$ cat src/rtl/addr_cmp_pkg.sv
package addr_cmp_pkg;

    typedef enum logic [1:0] {
        MODE_OFF  = 2'b00,
        MODE_STOP = 2'b01,
        MODE_SYNC = 2'b10,
        MODE_RSVD = 2'b11
    } cmp_mode_e;

    typedef enum logic [2:0] {
        ST_IDLE,
        ST_BRANCH,
        ST_LOAD,
        ST_CMP,
        ST_WAIT,
        ST_RESOLVE
    } chk_state_e;

    function automatic logic mode_active(input logic [1:0] m);
        return (m == MODE_STOP) || (m == MODE_SYNC);
    endfunction

endpackage

$ cat src/rtl/addr_cmp_match.sv
module addr_cmp_match #(
    parameter int AW    = 16,
    parameter int SLICE = 4
) (
    input  logic          clk,
    input  logic          rst_n,
    input  logic          load_i,
    input  logic          cmp_i,
    input  logic [AW-1:0] keys_i,
    input  logic [AW-1:0] iaddr_i,
    output logic          eq_o
);
    localparam int NSL = (AW + SLICE - 1) / SLICE;
    localparam int PW  = NSL * SLICE;

    logic [AW-1:0]  key_q;
    logic [PW-1:0]  key_pad;
    logic [PW-1:0]  adr_pad;
    logic [NSL-1:0] slice_eq;
    logic           eq_q;

    always_ff @(posedge clk or negedge rst_n) begin
        if (!rst_n) begin
            key_q <= '0;
        end else if (load_i) begin
            key_q <= keys_i;
        end
    end

    assign key_pad = PW'(key_q);
    assign adr_pad = PW'(iaddr_i);

    for (genvar g = 0; g < NSL; g++) begin : g_slice
        assign slice_eq[g] = (key_pad[g*SLICE +: SLICE] == adr_pad[g*SLICE +: SLICE]);
    end

    always_ff @(posedge clk or negedge rst_n) begin
        if (!rst_n) begin
            eq_q <= 1'b0;
        end else if (cmp_i) begin
            eq_q <= &slice_eq;
        end
    end

    assign eq_o = eq_q;

    AST_KEY_HELD: assert property (@(posedge clk) disable iff (!rst_n)
        !load_i |=> $stable(key_q));

endmodule

$ cat src/rtl/addr_cmp_delay.sv
module addr_cmp_delay #(
    parameter int DELAY = 3
) (
    input  logic clk,
    input  logic rst_n,
    input  logic start_i,
    output logic expired_o
);
    localparam int CW = (DELAY < 2) ? 1 : $clog2(DELAY + 1);

    logic [CW-1:0] cnt_q;
    logic          busy_q;

    always_ff @(posedge clk or negedge rst_n) begin
        if (!rst_n) begin
            cnt_q  <= '0;
            busy_q <= 1'b0;
        end else if (start_i) begin
            cnt_q  <= CW'(DELAY - 1);
            busy_q <= 1'b1;
        end else if (busy_q) begin
            if (cnt_q == '0) begin
                busy_q <= 1'b0;
            end else begin
                cnt_q <= cnt_q - 1'b1;
            end
        end
    end

    assign expired_o = busy_q && (cnt_q == '0);

    AST_CNT_BOUND: assert property (@(posedge clk) disable iff (!rst_n)
        busy_q |-> (cnt_q <= CW'(DELAY - 1)));

endmodule

$ cat src/rtl/addr_cmp_ctrl.sv
module addr_cmp_ctrl
    import addr_cmp_pkg::*;
(
    input  logic       clk,
    input  logic       rst_n,
    input  logic [1:0] mode_i,
    input  logic       instr_done_i,
    input  logic       chk_go_i,
    input  logic       expired_i,
    input  logic       eq_i,
    output logic       load_o,
    output logic       cmp_o,
    output logic       start_o,
    output logic       exc_branch_o,
    output logic       sync_pulse_o,
    output logic       man_trig_set_o,
    output logic       fetch_go_o
);
    chk_state_e state_q, state_d;
    logic [1:0] mode_q;

    always_comb begin
        state_d = state_q;
        unique case (state_q)
            ST_IDLE:    if (instr_done_i && mode_active(mode_i)) state_d = ST_BRANCH;
            ST_BRANCH:  if (chk_go_i) state_d = ST_LOAD;
            ST_LOAD:    state_d = ST_CMP;
            ST_CMP:     state_d = ST_WAIT;
            ST_WAIT:    if (expired_i) state_d = ST_RESOLVE;
            ST_RESOLVE: state_d = ST_IDLE;
            default:    state_d = ST_IDLE;
        endcase
    end

    always_ff @(posedge clk or negedge rst_n) begin
        if (!rst_n) begin
            state_q <= ST_IDLE;
            mode_q  <= MODE_OFF;
        end else begin
            state_q <= state_d;
            if (state_q == ST_LOAD) begin
                mode_q <= mode_i;
            end
        end
    end

    always_comb begin
        load_o         = 1'b0;
        cmp_o          = 1'b0;
        start_o        = 1'b0;
        exc_branch_o   = 1'b0;
        sync_pulse_o   = 1'b0;
        man_trig_set_o = 1'b0;
        fetch_go_o     = 1'b0;
        unique case (state_q)
            ST_IDLE:    ;
            ST_BRANCH:  exc_branch_o = 1'b1;
            ST_LOAD:    load_o = 1'b1;
            ST_CMP: begin
                cmp_o   = 1'b1;
                start_o = 1'b1;
            end
            ST_WAIT:    ;
            ST_RESOLVE: begin
                sync_pulse_o   = eq_i;
                man_trig_set_o = eq_i && (mode_q == MODE_STOP);
                fetch_go_o     = !eq_i || (mode_q == MODE_SYNC);
            end
            default:    ;
        endcase
    end

    AST_OFF_NO_BRANCH: assert property (@(posedge clk) disable iff (!rst_n)
        (state_q == ST_IDLE && !mode_active(mode_i)) |=> !exc_branch_o);
    AST_BRANCH_HOLD: assert property (@(posedge clk) disable iff (!rst_n)
        (exc_branch_o && !chk_go_i) |=> exc_branch_o);
    AST_BRANCH_RISE: assert property (@(posedge clk) disable iff (!rst_n)
        (state_q == ST_IDLE && instr_done_i && mode_active(mode_i)) |=> exc_branch_o);

endmodule

$ cat src/rtl/addr_cmp_unit.sv
module addr_cmp_unit #(
    parameter int AW        = 16,
    parameter int SLICE     = 4,
    parameter int CHK_DELAY = 3
) (
    input  logic          clk,
    input  logic          rst_n,
    input  logic [1:0]    mode_i,
    input  logic [AW-1:0] keys_i,
    input  logic [AW-1:0] iaddr_i,
    input  logic          instr_done_i,
    input  logic          chk_go_i,
    output logic          exc_branch_o,
    output logic          sync_pulse_o,
    output logic          man_trig_set_o,
    output logic          fetch_go_o
);
    logic load, cmp, start, expired, eq;

    addr_cmp_ctrl u_ctrl (
        .clk            (clk),
        .rst_n          (rst_n),
        .mode_i         (mode_i),
        .instr_done_i   (instr_done_i),
        .chk_go_i       (chk_go_i),
        .expired_i      (expired),
        .eq_i           (eq),
        .load_o         (load),
        .cmp_o          (cmp),
        .start_o        (start),
        .exc_branch_o   (exc_branch_o),
        .sync_pulse_o   (sync_pulse_o),
        .man_trig_set_o (man_trig_set_o),
        .fetch_go_o     (fetch_go_o)
    );

    addr_cmp_match #(.AW(AW), .SLICE(SLICE)) u_match (
        .clk     (clk),
        .rst_n   (rst_n),
        .load_i  (load),
        .cmp_i   (cmp),
        .keys_i  (keys_i),
        .iaddr_i (iaddr_i),
        .eq_o    (eq)
    );

    addr_cmp_delay #(.DELAY(CHK_DELAY)) u_delay (
        .clk       (clk),
        .rst_n     (rst_n),
        .start_i   (start),
        .expired_o (expired)
    );

    AST_SYNC_ONE_CYCLE: assert property (@(posedge clk) disable iff (!rst_n)
        sync_pulse_o |=> !sync_pulse_o);
    AST_TRIG_NEEDS_SYNC: assert property (@(posedge clk) disable iff (!rst_n)
        man_trig_set_o |-> sync_pulse_o);
    AST_TRIG_NO_FETCH: assert property (@(posedge clk) disable iff (!rst_n)
        !(man_trig_set_o && fetch_go_o));
    AST_NO_PULSE_IN_BRANCH: assert property (@(posedge clk) disable iff (!rst_n)
        exc_branch_o |-> !(sync_pulse_o || fetch_go_o || man_trig_set_o));

endmodule

$ cat config.mk
export PLATFORM = sky130hd
export DESIGN_NAME = addr_cmp_unit
export DESIGN_NICKNAME = d
export VERILOG_FILES = /design/src/rtl/addr_cmp_pkg.sv /design/src/rtl/addr_cmp_match.sv /design/src/rtl/addr_cmp_delay.sv /design/src/rtl/addr_cmp_ctrl.sv /design/src/rtl/addr_cmp_unit.sv
export SDC_FILE = /design/constraint.sdc
export NUM_CORES = 1
export LEC_CHECK = 0
export BUFFER_PORTS_ARGS = -buffer_cell sky130_fd_sc_hd__buf_2
export CAP_MARGIN = 15
export CORE_MARGIN = 10
export CORE_UTILIZATION = 44
export DETAILED_ROUTE_END_ITERATION = 10
export GPL_TIMING_DRIVEN = 1
export PLACE_DENSITY = 0.71
export SYNTH_ARGS = -nofsm -noshare
export SYNTH_HDL_FRONTEND = slang
export SYNTH_HIERARCHICAL = 1
export SYNTH_SLANG_ARGS = --single-unit
export TNS_END_PERCENT = 1
$ cat constraint.sdc
create_clock -name clk -period 1.55 [get_ports clk]
set_input_delay 0 -clock clk [delete_from_list [all_inputs] [get_ports clk]]
set_output_delay 0 -clock clk [all_outputs]
set_load 0.03 [all_outputs]
==> results of run 1 <==
==> cell type report <==
cell class,count,area [um^2]
fill,211,1026
sequential,25,626.9
multi-input combinational,69,608.1
timing repair buffer,62,415.4
tap,31,38.79
clock buffer,3,22.52
inverter,4,15.01
clock inverter,1,5.005
==> path summary, 6_finish.rpt <==
kind | from | depth (start not counted) | endpoint
min in group asynchronous | rst_n | 2 | u_match/eq_o$_DFFE_PN0P_
worst max register to register | u_ctrl/state_q[2]$_DFFE_PN0P_ | 3 | u_match/key_pad[11]$_DFFE_PN0P_
worst min-delay path | instr_done_i | 3 | u_ctrl/state_q[0]$_DFFE_PN0P_
worst max-delay path | u_ctrl/state_q[0]$_DFFE_PN0P_ | 4 | man_trig_set_o
worst min register to register | u_match/key_pad[3]$_DFFE_PN0P_ | 1 | u_match/key_pad[3]$_DFFE_PN0P_
max in group asynchronous | rst_n | 2 | u_ctrl/state_q[1]$_DFFE_PN0P_
==> layout by cell type, fill, tap and decap left out, types with 2 or more instances in the layout <==
| master | instances |
|---|---|
| nor2_1 | 3 |
| a21oi_1 | 3 |
| nand4_1 | 4 |
| nor2b_1 | 4 |
| clkbuf_4 | 4 |
| dfrtp_1 | 24 |
| dlygate4sd3_1 | 20 |
| inv_1 | 4 |
| xnor2_1 | 16 |
| nor2b_4 | 2 |
| mux2_2 | 17 |
| buf_2 | 40 |
| mux2_4 | 3 |
==> through the flow <==
step / power (mW) / hold WS, ns
2_1_floorplan: 2.059 / -0.2956
3_3_place_gp: 2.212 / 0.01270
3_5_place_dp: 2.289 / 0.02656
4_1_cts: 2.617 / 0.03479
5_1_grt: 2.809 / 0.05697
6_report: 2.614 / 0.06596
==> logic make-up after synthesis <==
kind of cell	after synthesis	share of synthesized area [%]
compound gates	6	2.971
xor+xnor	17	11.78
fa+ha+maj	1	0.9899
buf+inv	7	2.771
flops	25	49.50
mux	21	19.50
simple gates	24	12.48
==> power breakdown <==
group / leakage (nW) / switching [mW] / internal, mW
clock network: 0.0177 / 0.184 / 0.0965
registers: 0.300 / 0.229 / 0.964
logic: 0.496 / 0.426 / 0.714
total: 0.814 / 0.840 / 1.77
==> worst max-delay path, delay by kind of cell, from the launching register on <==
family        cells  cell delay [ns]
buf+inv           1             0.18
flops             1             0.44
simple gates      3             0.52
==> metal layers <==
metal | share of wire, % | up-vias
met4 | 1.0 | 0
met1 | 39 | 454
li1 | - | 469
met3 | 5.7 | 4
met5 | 0 | -
met2 | 54 | 21
==> sequential cells by signal (all words and copies together), names as in the netlist <==
| signal | count |
|---|---|
| u_ctrl/mode_q | 2 |
| u_ctrl/state_q | 3 |
| u_delay/busy_q | 1 |
| u_delay/cnt_q | 2 |
| u_match/eq_o | 1 |
| u_match/key_pad | 16 |
==> timing repair <==
| item | in CTS | in global routing |
|---|---|---|
| hold buffers | 20 | 0 |
| setup endpoints to repair | 0 | 1 |
| endpoints found under the hold margin | 44 | 0 |
| buffers inserted | 0 | 1 |
| gates resized for setup | 0 | 3 |
==> qor.yml, run 1 <==
initial_core_util_pct: 45.83
post-dp-hpwl_um: 2182
timing.fmax_ghz: 0.6867
fin_ws_ns: 0.09385
diodes: 0
vias: 948
layout_min_cycle_time_ns: 1.456
die_h_um: 73.59
grt_setup_unrepaired: "no"
htreeDepth: 1
ios: 42
grt_pass1_wl_um: 4664
p_per_area_nw_per_um2: 1510
dp_slack_ns: 0.1242
cts_root_buf: "clkbuf_4"
setup_tns_ns: 0
skew_ns: 0.008876
grt_use_met3_pct: 3.365
slew_headroom_pct: 63.70
period_share_pct: 93.95
synth_fp_nets: 140
slowest_stage: "dfrtp_1"
synth-warning-count: 6
cp_cell_sequence: "nor2b_4 -> and3_1 -> and3b_1 -> clkbuf_4"
cts_buffer_depth: 2
finalWirelength_um: 2871
synth_area_leader_cell: "dfrtp_1"
final_antenna_net_count: 0
synth_area_leaders: "dfrtp_1, mux2_2, xnor2_1"
dpl_cell_area_um2: 1488
dr.pass1.iters: 4
synth_cell_types: 29
syn_inst: 101
finalNetCount: 204
synth_most_common_cell: "dfrtp_1"
grt_overflow: 0
cts_sinks: 25
grt.met1_usage_pct: 11.42
grt_max_degree: 26
drt-initial-drc-count: 35
vias_per_cell: 4.862
final_cells: 195
areaGrowthSynthToFinish_pct: 37.03
synth.top_cell.area_share_pct: 49.50
antenna_found_initial: 0
die-area_um2: 5415
slowest_delay_ns: 0.44
crit_fanout: 5
cts_tree: "yes"
regToRegSetupSlack_ns: 0.10
synthFlopType: "dfrtp_1"
status: "complete, no violations"
port_buffers: 41
final_area_um2: 1732
grt_util_all_layers_pct: 10.68
critPathKind: "reg2out"
cp.required_ns: 1.55
setup_violations: 0
drv_cap: 0
end_kind: "output port"
async_flop_share_pct: 100.0
die_width_um: 73.59
clkTransAtPathRegs_ns: 0.13
yosysSeqAreaShare_pct: 49.50
worstPathArrival_ns: 1.46
first_global_vias: 1031
synth.avg_cell_area_um2: 12.51
num_rows: 19
synth_edf_count: 0
hold_path.class: "in2reg"
synth_common_cells: "dfrtp_1, mux2_2, xnor2_1"
p_leak_nw: 0.8136
fin_util_pct: 62.79
synth-seq-cells: 25
gr-usage-met2_pct: 19.13
drv_slew: 0
drive_gt1_share_pct: 44.51
tightest_slew_ns: 0.5446
hold_violations: 0
core_area_um2: 2758
top_usage_layer: "met2"
drc: 0
clkLatencyLatePin_ns: 0.31
irDropWorstVdd_mv: 1.179
routedWlPerCell_um: 14.72
gp_congestion: 0.7451
syn_area_um2: 1264
worstSetupStartpointType: "flop"
dp.cells: 170
cts_buffers: 3
Power figures use the tool's default switching activity.
==> inputs of run 2 (changes only) <==
==> constraint.sdc (replaced) <==
create_clock -name clk -period 1.25 [get_ports clk]
set_input_delay 0 -clock clk [delete_from_list [all_inputs] [get_ports clk]]
set_output_delay 0 -clock clk [all_outputs]
set_load 0.03 [all_outputs]
==> run 2 against run 1 <==
Compared with the run above:
- the flow now finishes with violations (negative setup slack)
- worst setup slack lost 0.32 ns
- die area is the same
- worst hold slack lost 0.042 ns
- critical path depth grew 1
- count of clock-buffer cells in the layout is the same
- clock power grew 25%
- utilization grew 6.9 points
- total power grew 46%
- non-clock buffer count grew 10
- register-to-register slack lost 0.25 ns
- via count grew 4.2%
- critical endpoint unchanged
- largest cell class is now multi-input combinational cells
- largest power group is now combinational logic
==> qor.yml, run 2 (same netlist as run 1, synthesis figures left out) <==
status: "finished with violations"
violations: "negative setup slack"
cts_buffer_depth: 2
fin_ws_ns: -0.2222
grt_overflow: 0
gr-usage-met2_pct: 23.77
cp.required_ns: 1.25
grt_max_degree: 26
fill_cells: 200
cts_root_buf: "clkbuf_4"
hold_depth: 3
setup_violations: 24
finalWirelength_um: 3131
dpl_cell_area_um2: 1603
finalNetCount: 214
areaGrowthSynthToFinish_pct: 52.18
grt_setup_unrepaired: "yes"
cts_buffers: 3
clkTransAtPathRegs_ns: 0.13
drc: 0
slowest_delay_ns: 0.42
first_global_vias: 1176
critPathMostFrequentCell: "buf_6"
layout_min_cycle_time_ns: 1.472
dr.pass1.iters: 2
die_width_um: 73.59
post-dp-hpwl_um: 2306
drt-initial-drc-count: 39
initial_core_util_pct: 45.83
grt_use_met3_pct: 4.576
grt.met1_usage_pct: 13.36
worstSetupStartpointType: "flop"
slowest_stage: "dfrtp_1"
grt_util_all_layers_pct: 12.89
antenna_found_initial: 0
routedWlPerCell_um: 15.27
die-area_um2: 5415
tightest_slew_ns: 0.5488
cp_cell_sequence: "buf_6 -> nor2b_4 -> and3_4 -> and3b_1 -> buf_6"
min_from: "instr_done_i"
ios: 42
port_buffers: 41
die_h_um: 73.59
period_share_pct: 117.8
regArea_um2: 625.6
final_common_cell: "buf_2"
timing.fmax_ghz: 0.6793
slew_headroom_pct: 63.41
finalPower_mw: 3.815
final_antenna_net_count: 0
end_kind: "output port"
drv_cap: 0
r2r-start: "u_ctrl/state_q[1]$_DFFE_PN0P_"
diodes: 0
top_usage_layer: "met2"
dp.cells: 177
vias: 988
grt_pass1_wl_um: 5506
skew_ns: 0.009075
drive_gt1_share_pct: 48.85
hold_path.class: "in2reg"
largest_reg_flops: 16
drv_slew: 0
vias_per_cell: 4.820
crit_fanout: 4
final_area_um2: 1923
p_leak_nw: 0.9286
clkLatencyLatePin_ns: 0.32
critPathKind: "reg2out"
cts_tree: "yes"
gp_congestion: 0.7673
hold_violations: 0
regToRegSetupSlack_ns: -0.15
hold_end: "u_ctrl/state_q[0]$_DFFE_PN0P_"
r2r_cells: 5
final_cells: 205
r2r_end: "u_match/key_pad[4]$_DFFE_PN0P_"
num_rows: 19
p_per_area_nw_per_um2: 1984
irDropWorstVdd_mv: 1.311
final_cell_mix: "buf_2, dfrtp_1, dlygate4sd3_1"
core_area_um2: 2758
cts_sinks: 25
htreeDepth: 1
worstPathArrival_ns: 1.47
multi_input_area_um2: 684.4
[run 2: cell count changes in the layout (fill, tap and decap cells not counted), moves of 2 or more]
cell and delta:
buf_2 -2, mux2_2 -15, buf_4 +8, mux2_4 +15
buf_6 +3, buf_12 +2
[run 2: timing repair]
item | in CTS | in global routing
endpoints found under the hold margin | 44 | 0
endpoints found under the setup margin | 24 | 26
hold buffers | 20 | 0
setup buffers | 4 | 0
gates resized for setup | 17 | 1
pin swaps | 6 | 1
[run 2: layout make-up]
class,instances,share of cell area [%]
clock buffers,3,1.171
clock inverters,1,0.2602
inverters,4,0.7807
multi-input cells,69,35.59
flip-flops and latches,25,32.53
well taps,31,2.017
repair buffers,72,27.65
[run 2: layer usage]
layer	up-vias	share of wire, %
met5	-	0
met4	0	0.45
met3	2	5.8
met1	476	39
li1	489	-
met2	21	55
[run 2: how the worst max path moves through the flow]
stage,from,to,slack (ns),depth (start not counted)
4_1_cts,u_ctrl/state_q[1]$_DFFE_PN0P_,man_trig_set_o,-0.21,5
6_report,u_ctrl/state_q[1]$_DFFE_PN0P_,man_trig_set_o,-0.22,5
3_3_place_gp,u_ctrl/state_q[2]$_DFFE_PN0P_,u_match/key_pad[12]$_DFFE_PN0P_,-0.005,4
2_1_floorplan,u_ctrl/state_q[2]$_DFFE_PN0P_,u_match/key_pad[0]$_DFFE_PN0P_,-0.15,5
5_1_grt,u_ctrl/state_q[1]$_DFFE_PN0P_,man_trig_set_o,-0.32,5
3_5_place_dp,u_ctrl/state_q[2]$_DFFE_PN0P_,u_match/eq_o$_DFFE_PN0P_,-0.04,3
[run 2: report_power, final]
group          total [mW]  switching [mW]  internal, mW
sequential           1.48           0.287          1.19
clock               0.350           0.230         0.120
combinational        1.98           0.675          1.31
total                3.81            1.19          2.62
[run 2: critical path, delay by kind of cell, from the launching register on]
| kind | cells | cell delay, ns |
|---|---|---|
| AND/OR/NAND/NOR | 3 | 0.48 |
| flip-flops | 1 | 0.42 |
| buffers and inverters | 2 | 0.26 |
[run 2: metrics by stage]
| stage | util, % | setup TNS, ns | setup slack (ns) | hold slack, ns |
|---|---|---|---|---|
| after CTS | 69.65 | -2.216 | -0.2111 | 0.009728 |
| after detailed placement | 58.12 | -0.3937 | -0.04474 | 0.01934 |
| after global routing | 69.74 | -4.332 | -0.3160 | 0.03176 |
| after floorplan | - | -1.809 | -0.1546 | -0.2956 |
| after global placement | 58.12 | -0.02342 | -0.004974 | 0.01144 |
| final | 69.74 | -2.766 | -0.2222 | 0.02439 |
==> inputs of run 3 (changes only) <==
--- a/config.mk
+++ b/config.mk
@@ -11,6 +11,7 @@
 export CORE_UTILIZATION = 44
 export DETAILED_ROUTE_END_ITERATION = 10
 export GPL_TIMING_DRIVEN = 1
+export MAX_ROUTING_LAYER = met4
 export PLACE_DENSITY = 0.71
 export SYNTH_ARGS = -nofsm -noshare
 export SYNTH_HDL_FRONTEND = slang
==> run 3 against run 2 <==
Compared with the run above:
- the run still ends with negative setup slack left
- via count shrank 1.0%
- sequential share of layout area is the same
- total power shrank 0.39%
- sequential power is essentially flat
- first-iteration DRC count grew 13%
- non-clock buffer count is the same
- routed wire length shrank 1.2%
- critical endpoint unchanged
- largest cell class unchanged
- highest routed layer unchanged
==> qor.yml, run 3 (same netlist as run 1, synthesis figures left out) <==
grt_util_all_layers_pct: 13.14
worstSetupPathDepth: 5
fin_ws_ns: -0.2165
timing.fmax_ghz: 0.6819
port_buffers: 41
final_cell_mix: "buf_2, dfrtp_1, dlygate4sd3_1"
post-dp-hpwl_um: 2306
slowest_delay_ns: 0.42
dp_slack_ns: -0.04474
clkLatencyLatePin_ns: 0.31
tightest_slew_ns: 0.5399
core_area_um2: 2758
num_rows: 19
largest_reg_flops: 16
htreeDepth: 1
skew_ns: 0.007110
diodes: 0
finalNetCount: 214
die_h_um: 73.59
layout_min_cycle_time_ns: 1.467
initial_core_util_pct: 45.83
drt-initial-drc-count: 44
die-area_um2: 5415
drv_cap: 0
slew_headroom_pct: 64.01
drive_gt1_share_pct: 48.85
hold_path.class: "in2reg"
final_antenna_net_count: 0
critPathKind: "reg2out"
swShare_pct: 31.00
cts_buffers: 3
grt_max_degree: 26
vias: 978
r2r_cells: 5
cts_sinks: 25
end_kind: "output port"
violations: "negative setup slack"
grt_setup_unrepaired: "yes"
seq_power_share_pct: 38.9
crit_fanout: 4
clkTransAtPathRegs_ns: 0.13
hold_violations: 0
fin_util_pct: 69.74
setup_violations: 24
status: "finished with violations"
antenna_found_initial: 0
p_comb_share_pct: 52.1
p_per_area_nw_per_um2: 1976
p_leak_nw: 0.9286
drc: 0
critPathMostFrequentCell: "buf_6"
cts_buffer_depth: 2
cp.required_ns: 1.25
gp_congestion: 0.7775
p_sw_mw: 1.178
hold_depth: 3
drv_slew: 0
slowest_stage: "dfrtp_1"
worst-path-buf-inv: 2
worstPathArrival_ns: 1.47
worstSetupStartpointType: "flop"
grt_overflow: 0
finalWirelength_um: 3092
irDropWorstVdd_mv: 1.299
areaGrowthSynthToFinish_pct: 52.18
cts_root_buf: "clkbuf_4"
cts_tree: "yes"
dr.pass1.iters: 4
grt_pass1_wl_um: 5485
crit_family: "simple AND/OR/NAND/NOR gates"
vias_per_cell: 4.771
die_width_um: 73.59
final_common_cell: "buf_2"
p_int_mw: 2.622
routedWlPerCell_um: 15.08
period_share_pct: 117.3
cp_cell_sequence: "buf_6 -> nor2b_4 -> and3_4 -> and3b_1 -> buf_6"
clkPwrFrac_pct: 9.0
ios: 42
first_global_vias: 1176
[run 3: cell counts in the layout (fill, tap and decap cells not counted)]
No cell type changed its count.
[run 3: path summary, 6_finish.rpt]
path                                                      from                              to  slack, ns
worst min register to register  u_match/key_pad[1]$_DFFE_PN0P_  u_match/key_pad[1]$_DFFE_PN0P_       0.55
max in group asynchronous                                rst_n        u_match/eq_o$_DFFE_PN0P_       0.71
worst max-delay path             u_ctrl/state_q[1]$_DFFE_PN0P_                  man_trig_set_o      -0.22
worst min-delay path                              instr_done_i   u_ctrl/state_q[0]$_DFFE_PN0P_       0.03
min in group asynchronous                                rst_n   u_ctrl/state_q[0]$_DFFE_PN0P_       0.18
worst max register to register   u_ctrl/state_q[1]$_DFFE_PN0P_  u_match/key_pad[4]$_DFFE_PN0P_      -0.14
[run 3: power by group through the flow]
stage                     Combinational, mW  Clock, mW  Sequential [mW]
after CTS                              1.98      0.366             1.48
after floorplan                        1.30          0             1.42
after global placement                 1.62          0             1.46
final                                  1.98      0.343             1.48
after detailed placement               1.70          0             1.48
after global routing                   2.14      0.399             1.54
[run 3: routing by layer]
layer | GRT usage [%] | share of wire [%] | routed length, um | vias up
met5 | - | 0 | 0 | -
met2 | 23.67 | 56 | 1717 | 22
met4 | 3.313 | 0.61 | 19 | 0
met1 | 13.52 | 38 | 1173 | 466
met3 | 3.903 | 5.9 | 183 | 2
li1 | - | - | - | 488
[run 3: what timing repair did]
| action | CTS | global route |
|---|---|---|
| resized for setup | 17 | 1 |
| hold endpoints to repair | 44 | 0 |
| hold buffers | 20 | 0 |
| pin swaps | 6 | 1 |
| buffers inserted | 4 | 0 |
| endpoints found under the setup margin | 24 | 26 |
[run 3: worst min-delay path, cell delays in order]
cell and delay (ns):
buf_2 0.08, a32oi_1 0.08, o22ai_1 0.14
[run 3: area by class of cell]
cell class                 instances  area, um^2
fill                             200       834.6
timing repair buffer              72       531.8
sequential                        25       625.6
inverter                           4       15.01
multi-input combinational         69       684.4
clock buffer                       3       22.52
tap                               31       38.79
clock inverter                     1       5.005
[run 3: metrics by stage]
step | hold WS (ns) | instance area (um^2) | total power [mW] | TNS, ns | instances
2_1_floorplan | -0.2956 | 1315 | 2.726 | -1.809 | 101
3_3_place_gp | 0.01144 | 1603 | 3.075 | -0.02342 | 177
3_5_place_dp | 0.01934 | 1603 | 3.179 | -0.3937 | 177
4_1_cts | 0.009728 | 1921 | 3.823 | -2.216 | 205
5_1_grt | 0.03711 | 1923 | 4.082 | -4.312 | 205
6_report | 0.02648 | 1923 | 3.800 | -2.647 | 205
